==> src/rtl/pwin_adapter.sv <==
module pwin_adapter #(
  parameter int AW       = 24,
  parameter int DW       = 32,
  parameter int RW       = 16,
  parameter int PA_W     = 10,
  parameter int WIN_BITS = 12,
  parameter logic [AW-1:0] WIN_BASE = 24'hFFF000,
  parameter logic [(1<<(PA_W-1))-1:0] VALID_MAP = {{384{1'b0}}, {128{1'b1}}},
  parameter logic [(1<<(PA_W-1))-1:0] BYTE_MAP  = {{384{1'b0}}, {64{1'b1}}, {64{1'b0}}}
) (
  input  logic            clk,
  input  logic            rst_n,
  input  logic            cpu_req,
  input  logic [AW-1:0]   cpu_addr,
  input  logic [1:0]      cpu_size,
  input  logic            cpu_we,
  input  logic            cpu_fetch,
  input  logic [DW-1:0]   cpu_wdata,
  output logic            cpu_ready,
  output logic [DW-1:0]   cpu_rdata,
  output logic            fetch_fault,
  output logic            per_req,
  output logic [PA_W-1:0] per_addr,
  output logic            per_we,
  output logic [RW-1:0]   per_wdata,
  input  logic            per_ack,
  input  logic [RW-1:0]   per_rdata
);
  localparam int IW = PA_W - 1;
  localparam int BW = RW / 2;
  localparam logic [1:0] SZ_BYTE = 2'b00;
  localparam logic [1:0] SZ_WORD = 2'b10;

  typedef enum logic [1:0] {S_IDLE, S_ACC, S_DONE} state_t;

  state_t        state;
  logic [IW-1:0] idx_q;
  logic [1:0]    sz_q;
  logic          we_q, ph_q, flt_q;
  logic [DW-1:0] wd_q, rd_q;

  logic          hit, vld, byt, skip, last, step, lane8;
  logic [IW-1:0] cur_idx;
  logic [RW-1:0] half_w, lane_r;

  assign hit     = cpu_addr[AW-1:WIN_BITS] == WIN_BASE[AW-1:WIN_BITS];
  assign cur_idx = idx_q + IW'(ph_q);
  assign vld     = VALID_MAP[cur_idx];
  assign byt     = BYTE_MAP[cur_idx];
  assign skip    = !vld || (sz_q == SZ_BYTE && we_q && !byt);
  assign last    = (sz_q != SZ_WORD) || ph_q;
  assign step    = (state == S_ACC) && (skip || per_ack);
  assign lane8   = byt || (sz_q == SZ_BYTE);

  assign half_w  = ph_q ? wd_q[DW-1:RW] : wd_q[RW-1:0];
  assign lane_r  = lane8 ? {{BW{1'b0}}, per_rdata[BW-1:0]} : per_rdata;

  assign per_req     = (state == S_ACC) && !skip;
  assign per_addr    = {cur_idx, 1'b0};
  assign per_we      = we_q;
  assign per_wdata   = lane8 ? {{BW{1'b0}}, half_w[BW-1:0]} : half_w;
  assign cpu_ready   = (state == S_DONE);
  assign cpu_rdata   = rd_q;
  assign fetch_fault = (state == S_DONE) && flt_q;

  always_ff @(posedge clk) begin
    if (!rst_n) begin
      state <= S_IDLE;
      idx_q <= '0;
      sz_q  <= '0;
      we_q  <= 1'b0;
      ph_q  <= 1'b0;
      flt_q <= 1'b0;
      wd_q  <= '0;
      rd_q  <= '0;
    end else begin
      case (state)
        S_IDLE: if (cpu_req && hit) begin
          idx_q <= cpu_addr[PA_W-1:1];
          sz_q  <= cpu_size;
          we_q  <= cpu_we;
          wd_q  <= cpu_wdata;
          ph_q  <= 1'b0;
          rd_q  <= '0;
          flt_q <= cpu_fetch;
          state <= cpu_fetch ? S_DONE : S_ACC;
        end
        S_ACC: if (step) begin
          if (!we_q && !skip) begin
            if (ph_q) rd_q[DW-1:RW] <= lane_r;
            else      rd_q[RW-1:0]  <= lane_r;
          end
          if (last) state <= S_DONE;
          else      ph_q  <= 1'b1;
        end
        default: state <= S_IDLE;
      endcase
    end
  end
endmodule

==> config.mk <==
export PLATFORM = sky130hd
export DESIGN_NAME = pwin_adapter
export DESIGN_NICKNAME = d
export VERILOG_FILES = /design/src/rtl/pwin_adapter.sv
export SDC_FILE = /design/constraint.sdc
export NUM_CORES = 1
export LEC_CHECK = 0
export BUFFER_PORTS_ARGS = -buffer_cell sky130_fd_sc_hd__clkbuf_2
export CAP_MARGIN = 20
export CORE_ASPECT_RATIO = 0.6
export CORE_MARGIN = 2
export CORE_UTILIZATION = 33
export CTS_CLUSTER_DIAMETER = 60
export CTS_CLUSTER_SIZE = 28
export DETAILED_ROUTE_END_ITERATION = 16
export GPL_ROUTABILITY_DRIVEN = 1
export SETUP_SLACK_MARGIN = 0.02
export SYNTH_ARGS = -nofsm -noshare
export SYNTH_HDL_FRONTEND = slang
export SYNTH_SLANG_ARGS = --single-unit
==> constraint.sdc <==
create_clock -name clk -period 2.66 [get_ports clk]
set_input_delay 0.133 -clock clk [delete_from_list [all_inputs] [get_ports clk]]
set_output_delay 0.133 -clock clk [all_outputs]
set_load 0.05 [all_outputs]
==> impl_metrics.toml <==
[synthesis]
synth_area_leaders = "dfxtp_1, nand2_1, a21boi_0"
syn_inst = 428
yosys.area.top_type_share_pct = 44.0
avgSynthCellArea_um2 = 8.51
synth_nets = 510
synth_top_flop_cell = "dfxtp_1"
synth-async-reset-ratio_pct = 0
synth_cell_types = 42
yosysSeqAreaShare_pct = 44.0
ys_warn_count = 0
ys_seq_elements = 80
synth_top_cell_by_area = "dfxtp_1"
syn_area_mm2 = 0.00364
synth-edff-count = 0

[worst_hold_path]
hold_depth = 3
hp-class = "in -> reg"
holdPathEnd = "wd_q[22]$_SDFFE_PN0P_"
min_from = "cpu_wdata[22]"

[cts]
clk_pin_slew_worst_paths_ns = 0.06
clock-sinks = 80
h-tree-depth = 3
post_cts_buffers = 0
clk_latency_ns = 0.33
cts_root_buffer = "clkbuf_16"
clockBufferDepth = 2
cts_made_buffers = 9
cts_tree = "built"

[setup_path]
cpPeakStageDelay_ns = 0.33
critPathKind = "reg -> out"
cp-end-kind = "output pin"
reg2regPathDepth = 8
start_kind = "flop"
path_cells = "ha_1 > ha_1 > and2_1 > nand4_1 > xor2_2 > o22ai_4 > nor2_1 > clkbuf_2"
reg2reg_to = "cpu_rdata[2]$_SDFFE_PN0P_"
cp.required_ns = 2.53
cpMaxStageDelayCell = "dfxtp_1"
r2r_start = "idx_q[0]$_SDFFE_PN0P_"
critPathArrivalTime_ns = 2.38
path_max_fanout = 8
cp_common_cell = "ha_1"
reg2reg_slack_ns = 0.24

[timing]
fin_crit_ns = 2.51
holdWs_ns = 0.0275
rsz0062_at_grt = "no"
worst_pin_slew_ns = 0.604
maxSlewViolCount = 0
max_freq_mhz = 399
setup-tns-final_ns = 0
slew_headroom_pct = 59.2
hold_viol = 0
period_share_pct = 94.3
finClkSkew_ns = 0.00677
finalSetupViolCount = 0

[status]
status = "completed"

[die]
rows = 29
die_h_um = 85.4
ioPinCount = 142
dieArea_mm2 = 0.0119
core_mm2 = 0.0107
die-width_um = 140
initial_utilization_pct = 34.1

[layout]
multiInputGateArea_mm2 = 0.00193
syn_to_final_growth_pct = 32.1
regArea_mm2 = 0.00160
diodes = 0
final_util_pct = 45.1
stdcell_count = 698
num-nets-final = 636
fillers = 1095
layout-drive-gt1-share_pct = 33.8

[drt]
wire_per_inst_um = 13.9
dr.pass1.iters = 4
wirelength_mm = 9.69
vias = 3330
dr.first_iter.drc_count = 127
postRouteAntennaNets = 0
vias_per_cell = 4.77
route.detailed.drc = 0

[global_route]
grt_max_degree = 48
track_usage_pct = 16.2
grt_pass1_wl_mm = 15.5
gr-total-overflow = 0
first_global_vias = 3181
grt_antenna_before_repair = 0

[placement]
hpwlAfterDp_mm = 7.10
io_buffers = 137
placed_cells = 682
gp_congestion = 0.761

[flow_run]
drv_cap = 0

[power_and_ir_drop]
p_per_area_mw_per_mm2 = 565
ir_worst_vdd_mv = 0.421
power_mw = 2.72
p_leak_nw = 1.93
[cells by family (layout without fill, tap and decap cells)]
family          Yosys count  count (layout)  share of synthesized area [%]
other cells               1               1                          0.103
compound gates           79              79                           17.5
simple gates            194             194                           22.8
buf+inv                  32             163                           3.95
fa+ha+maj                 2               2                          0.687
xor+xnor                  7               7                           1.68
flops                    80              80                           44.0
mux                      33              33                           9.34
[where the power goes]
part / internal (mW) / switching, mW / total (mW)
clock network: 0.924 / 0.493 / 1.42
logic: 0.0534 / 0.0487 / 0.102
registers: 1.20 / 0.0000582 / 1.20
[routing by layer]
metal  track usage (%)  up-vias  share of wire [%]
met5                 0        -                  0
li1                  -     1691                  -
met3              5.64        7                6.2
met4              3.55        0               0.83
met1              22.1     1530                 50
met2              24.8      102                 43
[metrics by stage]
step	area, um^2	setup WS, ns
6_report	4810	0.151
3_5_place_dp	4440	0.104
4_1_cts	4790	0.0584
2_1_floorplan	3650	0.159
3_3_place_gp	4440	0.196
5_1_grt	4810	0.0241
[sequential cells by signal (all words and copies together) (netlist names)]
signal / flops
cpu_rdata: 32
wd_q: 32
idx_q: 9
state: 2
sz_q: 2
flt_q: 1
per_we: 1
ph_q: 1
[cell type report]
class / instances / share of cell area [%]
multi-input cells: 316 / 40.2
flip-flops and latches: 80 / 33.3
repair buffers: 146 / 15.7
clock buffers: 10 / 4.76
well taps: 139 / 3.62
clock inverters: 6 / 2.42
inverters: 1 / 0.0780
[placed cells by master, fill, tap and decap left out, drive strengths merged, types with 2 or more instances in the layout]
cell | Yosys | final
mux2 | 8 | 8
nand2 | 144 | 144
clkbuf | 23 | 144
bufinv | 0 | 3
nor2b | 2 | 2
nor3 | 9 | 9
inv | 1 | 2
o22ai | 17 | 17
buf | 8 | 12
clkinv | 0 | 2
o21ai | 10 | 10
nand3 | 4 | 4
dfxtp | 80 | 80
nor2 | 15 | 15
and2 | 4 | 4
ha | 2 | 2
nand4 | 5 | 5
mux2i | 25 | 25
nor4 | 2 | 2
nand2b | 5 | 5
a21boi | 45 | 45
xor2 | 5 | 5
xnor2 | 2 | 2
[synthesized netlist by cell type, drive strengths merged (2+ instances only)]
cell type / number
nand2: 144
dfxtp: 80
a21boi: 45
mux2i: 25
clkbuf: 23
o22ai: 17
nor2: 15
o21ai: 10
nor3: 9
buf: 8
mux2: 8
nand2b: 5
nand4: 5
xor2: 5
and2: 4
nand3: 4
ha: 2
nor2b: 2
nor4: 2
xnor2: 2
[worst max-delay path by stage]
stage / start / end / slack [ns] / cells after the start
3_5_place_dp: idx_q[0]$_SDFFE_PN0P_ / per_wdata[9] / 0.10 / 8
3_3_place_gp: idx_q[0]$_SDFFE_PN0P_ / per_wdata[9] / 0.20 / 8
6_report: ph_q$_SDFFE_PN0P_ / per_wdata[9] / 0.15 / 8
4_1_cts: ph_q$_SDFFE_PN0P_ / per_wdata[9] / 0.06 / 8
5_1_grt: ph_q$_SDFFE_PN0P_ / per_wdata[9] / 0.02 / 8
2_1_floorplan: ph_q$_SDFFE_PN0P_ / per_wdata[10] / 0.16 / 8
[worst max-delay path: cells and delay by family (launching register included)]
family / cells / cell delay (ns)
AOI/OAI and AO/OA: 1 / 0.19
xor gates and xnor gates: 1 / 0.28
buffers and inverters: 1 / 0.30
adders and majority gates: 2 / 0.40
DFF: 1 / 0.33
and+or+nand+nor: 3 / 0.54
[timing repair]
item	CTS	global route
resized for setup	1	6
hold endpoints to repair	0	0
hold buffers	0	0
gates cloned	0	0
setup endpoints to repair	8	17
(Power assumes the default switching activity.)
